### config.mk
export PLATFORM = sky130hd
export DESIGN_NAME = xlate_buf
export DESIGN_NICKNAME = d
export VERILOG_FILES = /design/src/rtl/xlate_pkg.sv /design/src/rtl/xlate_cam.sv /design/src/rtl/xlate_victim.sv /design/src/rtl/xlate_buf.sv
export SDC_FILE = /design/constraint.sdc
export NUM_CORES = 2
export LEC_CHECK = 0
export BUFFER_PORTS_ARGS = -buffer_cell sky130_fd_sc_hd__clkbuf_2
export CAP_MARGIN = 20
export CORE_ASPECT_RATIO = 1.2
export CORE_MARGIN = 2
export CORE_UTILIZATION = 45
export DETAILED_ROUTE_END_ITERATION = 10
export MAX_ROUTING_LAYER = met4
export PLACE_DENSITY = 0.71
export SYNTH_ARGS = -nofsm -noshare
export SYNTH_HDL_FRONTEND = slang
export SYNTH_SLANG_ARGS = --single-unit
### constraint.sdc
create_clock -name clk -period 9.1 [get_ports clk]
set_input_delay 1.82 -clock clk [delete_from_list [all_inputs] [get_ports clk]]
set_output_delay 1.82 -clock clk [all_outputs]
set_load 0.01 [all_outputs]
### src/rtl/xlate_pkg.sv
package xlate_pkg;
    localparam int VPN_W = 20;
    localparam int PPN_W = 20;
    localparam int OFF_W = 12;
    localparam int VA_W  = VPN_W + OFF_W;
    localparam int PA_W  = PPN_W + OFF_W;
    localparam int NENT  = 16;
    localparam int IDX_W = $clog2(NENT);

    typedef struct packed {
        logic             valid;
        logic             dirty;
        logic             refd;
        logic [VPN_W-1:0] vpn;
        logic [PPN_W-1:0] ppn;
    } xlate_ent_t;

    // lowest set bit position; 0 when none is set
    function automatic logic [IDX_W-1:0] lowest_set(input logic [NENT-1:0] v);
        logic [IDX_W-1:0] r;
        r = '0;
        for (int i = NENT - 1; i >= 0; i--)
            if (v[i]) r = IDX_W'(i);
        return r;
    endfunction
endpackage

### src/rtl/xlate_cam.sv
module xlate_cam #(
    parameter int N  = 16,
    parameter int W  = 20,
    localparam int IW = $clog2(N)
) (
    input  logic [N-1:0][W-1:0] tags,
    input  logic [N-1:0]        valid,
    input  logic [W-1:0]        key,
    output logic [N-1:0]        match,
    output logic [IW-1:0]       idx,
    output logic                any
);
    for (genvar g = 0; g < N; g++) begin : g_cmp
        assign match[g] = valid[g] && (tags[g] == key);
    end

    always_comb begin
        idx = '0;
        for (int i = N - 1; i >= 0; i--)
            if (match[i]) idx = IW'(i);
    end

    assign any = |match;
endmodule

### src/rtl/xlate_victim.sv
module xlate_victim
    import xlate_pkg::*;
(
    input  logic             clk,
    input  logic             rst,
    input  logic             advance,
    input  logic [NENT-1:0]  valid,
    output logic [IDX_W-1:0] vic_idx
);
    logic [IDX_W-1:0] ptr;
    logic [NENT-1:0]  empty;

    assign empty   = ~valid;
    assign vic_idx = (|empty) ? lowest_set(empty) : ptr;

    always_ff @(posedge clk) begin
        if (rst)          ptr <= '0;
        else if (advance) ptr <= ptr + 1'b1;
    end

    a_r5_ptr_step: assert property (@(posedge clk) disable iff (rst)
        advance |=> ptr == $past(ptr) + 1'b1);
    a_r5_ptr_hold: assert property (@(posedge clk) disable iff (rst)
        !advance |=> $stable(ptr));
    a_r5_empty_first: assert property (@(posedge clk) disable iff (rst)
        (|empty) |-> !valid[vic_idx]);
endmodule

### src/rtl/xlate_buf.sv
module xlate_buf
    import xlate_pkg::*;
(
    input  logic             clk,
    input  logic             rst,
    input  logic             lk_en,
    input  logic             lk_store,
    input  logic [VA_W-1:0]  lk_vaddr,
    output logic             hit,
    output logic [PA_W-1:0]  paddr,
    output logic [VPN_W-1:0] miss_vpn,
    output logic [IDX_W-1:0] vic_idx,
    output logic             vic_dirty,
    output logic             vic_ref,
    input  logic             fill_en,
    input  logic [VPN_W-1:0] fill_vpn,
    input  logic [PPN_W-1:0] fill_ppn,
    input  logic             fill_dirty,
    input  logic             fill_ref,
    input  logic             inval_en,
    input  logic [VPN_W-1:0] inval_vpn,
    input  logic             flush
);
    xlate_ent_t ent [NENT];

    logic [NENT-1:0][VPN_W-1:0] tags;
    logic [NENT-1:0]            valid_vec;

    always_comb begin
        for (int i = 0; i < NENT; i++) begin
            tags[i]      = ent[i].vpn;
            valid_vec[i] = ent[i].valid;
        end
    end

    logic [VPN_W-1:0] lk_vpn;
    logic [NENT-1:0]  look_match, fill_match, inv_match;
    logic [IDX_W-1:0] look_idx, fill_hit_idx, inv_idx;
    logic             look_any, fill_any, inv_any;

    assign lk_vpn = lk_vaddr[VA_W-1:OFF_W];

    xlate_cam #(.N(NENT), .W(VPN_W)) u_look (
        .tags(tags), .valid(valid_vec), .key(lk_vpn),
        .match(look_match), .idx(look_idx), .any(look_any));
    xlate_cam #(.N(NENT), .W(VPN_W)) u_fillm (
        .tags(tags), .valid(valid_vec), .key(fill_vpn),
        .match(fill_match), .idx(fill_hit_idx), .any(fill_any));
    xlate_cam #(.N(NENT), .W(VPN_W)) u_inv (
        .tags(tags), .valid(valid_vec), .key(inval_vpn),
        .match(inv_match), .idx(inv_idx), .any(inv_any));

    logic             fill_go;
    logic [IDX_W-1:0] fill_idx;

    assign fill_go  = fill_en && !flush;
    assign fill_idx = fill_any ? fill_hit_idx : vic_idx;

    xlate_victim u_vic (
        .clk(clk), .rst(rst), .advance(fill_go),
        .valid(valid_vec), .vic_idx(vic_idx));

    assign hit       = lk_en && look_any;
    assign paddr     = hit ? {ent[look_idx].ppn, lk_vaddr[OFF_W-1:0]} : '0;
    assign vic_dirty = ent[vic_idx].dirty;
    assign vic_ref   = ent[vic_idx].refd;

    always_ff @(posedge clk) begin
        if (rst) begin
            miss_vpn <= '0;
            for (int i = 0; i < NENT; i++) ent[i] <= '0;
        end else begin
            if (lk_en && !look_any) miss_vpn <= lk_vpn;
            for (int i = 0; i < NENT; i++) begin
                if (flush) begin
                    ent[i].valid <= 1'b0;
                    ent[i].dirty <= 1'b0;
                    ent[i].refd  <= 1'b0;
                end else if (fill_go && fill_idx == IDX_W'(i)) begin
                    ent[i] <= '{valid: 1'b1, dirty: fill_dirty, refd: fill_ref,
                                vpn: fill_vpn, ppn: fill_ppn};
                end else if (inval_en && inv_match[i]) begin
                    ent[i].valid <= 1'b0;
                    ent[i].dirty <= 1'b0;
                    ent[i].refd  <= 1'b0;
                end else if (hit && look_match[i]) begin
                    ent[i].refd <= 1'b1;
                    if (lk_store) ent[i].dirty <= 1'b1;
                end
            end
        end
    end

    a_r4_miss_latch: assert property (@(posedge clk) disable iff (rst)
        (lk_en && !hit) |=> miss_vpn == $past(lk_vpn));
    a_r4_hit_keeps: assert property (@(posedge clk) disable iff (rst)
        hit |=> $stable(miss_vpn));
    a_r8_unique_tag: assert property (@(posedge clk) disable iff (rst)
        $onehot0(look_match));
    a_r10_flush_all: assert property (@(posedge clk) disable iff (rst)
        flush |=> valid_vec == '0);
    a_r7_fill_lands: assert property (@(posedge clk) disable iff (rst)
        fill_go |=> valid_vec[$past(fill_idx)] && tags[$past(fill_idx)] == $past(fill_vpn));
    a_r3_ref_set: assert property (@(posedge clk) disable iff (rst)
        (hit && !flush && !fill_go && !inval_en) |=> ent[$past(look_idx)].refd);
    a_r9_inval_clears: assert property (@(posedge clk) disable iff (rst)
        (inval_en && inv_any && !flush && !fill_go) |=> !valid_vec[$past(inv_idx)]);
endmodule

==> results.py <==
metrics = {
    "status": {
        "outcome": "finished clean",
    },
    "clocking": {
        "cts_tree": "yes",
        "post-cts-setup-buffer-count": 0,
        "htree_levels": 3,
        "cts-root-buf": "clkbuf_16",
        "clk_pin_slew_worst_paths_ps": 60,
        "cts_max_path_buffers": 3,
        "cts_buffers": 77,
        "clk-insertion-delay-late_ps": 680,
        "cts_resized": 0,
        "clock-sinks": 712,
        "hold_buffers": 0,
    },
    "layout": {
        "area_growth_pct": 11.5,
        "fillCellCount": 8317,
        "design_area_mm2": 0.0474,
        "post_route_cells_drive_above_1_share_pct": 14.4,
        "nets": 4119,
    },
    "logic_synthesis": {
        "syn_nets": 4012,
        "synthFlopType": "edfxtp_1",
        "synthArstFlopShare_pct": 0,
        "seq_area_frac_synth_pct": 49.8,
        "synth-edff-count": 688,
        "syn_avg_cell_area_um2": 10.9,
        "yosysTopAreaCellShare_pct": 48.6,
        "netlist_area_mm2": 0.0425,
        "synth_area_leaders": "edfxtp_1 49%, xnor2_1 13%, xor2_1 7.0%",
        "ys_types": 87,
        "syn_inst": 3910,
        "synth_area_leader_cell": "edfxtp_1",
        "ys_seq_elements": 712,
        "ys_warn_count": 0,
    },
    "detailed_routing": {
        "via_count": 34635,
        "viasPerCell": 6.49,
        "drt-pass1-iter-count": 6,
        "post-route-drc-count": 0,
        "routed_wl_mm": 186,
        "wire_per_inst_um": 34.9,
        "first_iter_violations": 4991,
        "ant_nets": 0,
    },
    "timing": {
        "fmax_mhz": 113,
        "finalSetupViolCount": 0,
        "maxSlewHeadroom_pct": 13.5,
        "final.setup.tns_ps": 0,
        "fin_crit_sh_pct": 97.3,
        "rsz0062_at_grt": "false",
        "finalClockSkew_ps": 58.9,
        "slew_violations": 0,
        "min_period_ps": 8850,
        "hold_viol": 0,
        "setup_slack_ps": 246,
        "worst_pin_slew_ps": 1300,
    },
    "placed_design": {
        "hpwl_mm": 126,
        "place_congestion": 1.06,
        "place_area_mm2": 0.0448,
        "place_ws_ps": 493,
        "port_buffers": 159,
    },
    "floorplanning": {
        "die_width_um": 285,
        "initial_core_util_pct": 45.3,
        "dieArea_mm2": 0.0969,
        "io_pins": 160,
        "dieHeight_um": 341,
        "core_mm2": 0.0937,
        "rows": 123,
    },
    "setup_path": {
        "path_cells": "clkbuf_2 -> buf_4 -> xor2_1 -> nand4bb_1 -> or4_1 -> or2_1 -> a41oi_1 -> o21ai_0 -> a21oi_1 -> o21bai_2 -> buf_4 -> o31ai_1 -> a2111oi_0 -> nor4b_1 -> clkbuf_2",
        "crit_required_ps": 7280,
        "cp_num_buf_inv": 4,
        "cpMaxStageDelayCell": "nor4b_1",
        "max_stage_delay_ps": 690,
        "crit_fanout": 15,
        "cp_data_arrival_time_ps": 7030,
        "critical_path.startpoint_type": "input pin",
        "critPathTopFamily": "simple AND/OR/NAND/NOR gates",
        "end_kind": "output pin",
        "critPathKind": "in2out",
    },
    "power": {
        "peakVddDrop_mv": 0.165,
        "power_leakage_nw": 16.4,
        "p_sw_share_pct": 28.7,
        "combPwrFrac_pct": 14.1,
        "p_seq_share_pct": 47.8,
        "p_clk_share_pct": 38.1,
        "power.switching_w": 0.00238,
        "intPower_w": 0.00591,
        "pwr_density_cell_mw_per_mm2": 175,
    },
    "global_route": {
        "grt_max_degree": 62,
        "track_usage_pct": 38.9,
        "antenna_found_initial": 7,
        "first_global_vias": 33401,
        "globalRouteOverflowTotal": 0,
        "grt_pass1_wl_mm": 256,
    },
    "flow_run": {
        "maxCapViolCount": 0,
    },
    "worst_hold_path": {
        "hold_class": "reg2reg",
    },
}
==> cell families (layout without fill, tap and decap cells) <==
group,Yosys count,after routing,synth area share (%)
adders and majority gates,1,1,0.0294
other,0,6,0
AOI/OAI and AO/OA,235,235,3.99
muxes,214,214,5.31
DFF,712,712,49.8
and+or+nand+nor,1424,1424,17.3
xor gates and xnor gates,963,963,19.9
buffers and inverters,361,529,3.79
==> registers in the layout (all words and copies together), names as in the netlist <==
signal / count
miss_vpn: 20
ent: 688
u_vic.ptr: 4
==> layer usage <==
metal	global-route usage [%]	share of wire (%)
met1	46.0	36
met2	58.8	44
met3	8.61	11
met4	27.4	8.8
met5	-	0
==> per-stage QoR <==
step	cells	total power, W	hold slack, ps	utilization, %
finish	5334	0.00829	500	50.5
global route	5333	0.00847	529	50.5
floorplan	3910	0.00468	480	-
CTS	5325	0.00825	503	50.5
global placement	5184	0.00514	479	47.8
detailed placement	5185	0.00514	489	47.8
==> cell usage in the layout (no fill, tap or decap), types with 13 or more instances in the layout <==
cell type,n
or2_2,22
clkbuf_2,158
clkinv_2,13
xnor2_1,625
a2111oi_0,15
and4_1,13
a21oi_1,22
a22o_1,15
nand3_1,84
nor4b_1,25
nor4_1,137
nand4_1,283
nor3_1,39
and2_1,20
nor3b_1,21
mux2i_1,124
clkinv_1,15
dfxtp_1,24
clkbuf_16,77
clkbuf_1,15
o22ai_1,19
nor2_1,522
nand2_1,119
xor2_1,338
nand2b_1,58
edfxtp_1,688
o21ai_0,55
nand2b_2,13
o31ai_1,18
inv_1,75
buf_4,150
mux2_2,90
==> final timing paths <==
| path | startpoint | end | slack (ps) | depth (start not counted) |
|---|---|---|---|---|
| max | lk_vaddr[30] | paddr[14] | 250 | 15 |
| min reg2reg | miss_vpn[18] | miss_vpn[18] | 500 | 2 |
| max reg2reg | ent[14][42] | ent[9][25] | 3120 | 12 |
| min | miss_vpn[18] | miss_vpn[18] | 500 | 2 |
==> Yosys cell counts, types with 7 or more instances <==
cell and count:
a2111oi_0 15, a211oi_1 9, a21o_1 8, a21oi_1 22
a22o_1 15, and2_1 20, and4_1 13, buf_1 18
buf_2 101, clkbuf_1 150, dfxtp_1 24, edfxtp_1 688
inv_1 75, mux2_2 90, mux2i_1 124, nand2_1 121
nand2b_1 72, nand3_1 91, nand4_1 283, nand4b_1 10
nor2_1 522, nor3_1 40, nor3b_1 21, nor4_1 139
nor4b_1 25, o211ai_1 11, o21ai_0 56, o21bai_1 7
o22ai_1 19, o31ai_1 18, or2_2 22, or4_1 8
xnor2_1 625, xor2_1 338
==> worst reg2reg max path, stage by stage (launching register included) <==
cell and delay [ps]:
edfxtp_1 790, nor2b_1 210, o21ai_0 80, a21boi_0 370, o21ai_0 140, nand2_1 180, a31oi_1 270, o221ai_2 970
a21boi_1 370, nand2_1 500, nand3_2 830, nand2b_2 290, buf_4 590
==> layout make-up <==
| type | count | area (um^2) | area share [%] |
|---|---|---|---|
| inverter | 76 | 285 | 0.602 |
| sequential | 712 | 21100 | 44.6 |
| antenna | 6 | 15.0 | 0.0317 |
| multi-input combinational | 2837 | 19900 | 41.9 |
| timing repair buffer | 313 | 1980 | 4.19 |
| tap | 1250 | 1560 | 3.30 |
| clock buffer | 93 | 2000 | 4.22 |
| clock inverter | 47 | 510 | 1.08 |
==> power groups by stage <==
stage                     Sequential [W]  Clock, W  Combinational (W)
final                            0.00396   0.00316            0.00117
after CTS                        0.00396   0.00317            0.00112
after global placement           0.00402         0            0.00112
after global routing             0.00397   0.00329            0.00121
after detailed placement         0.00403         0            0.00112
after floorplan                  0.00396         0           0.000719
Note: power is estimated with default switching activity, not from simulation.
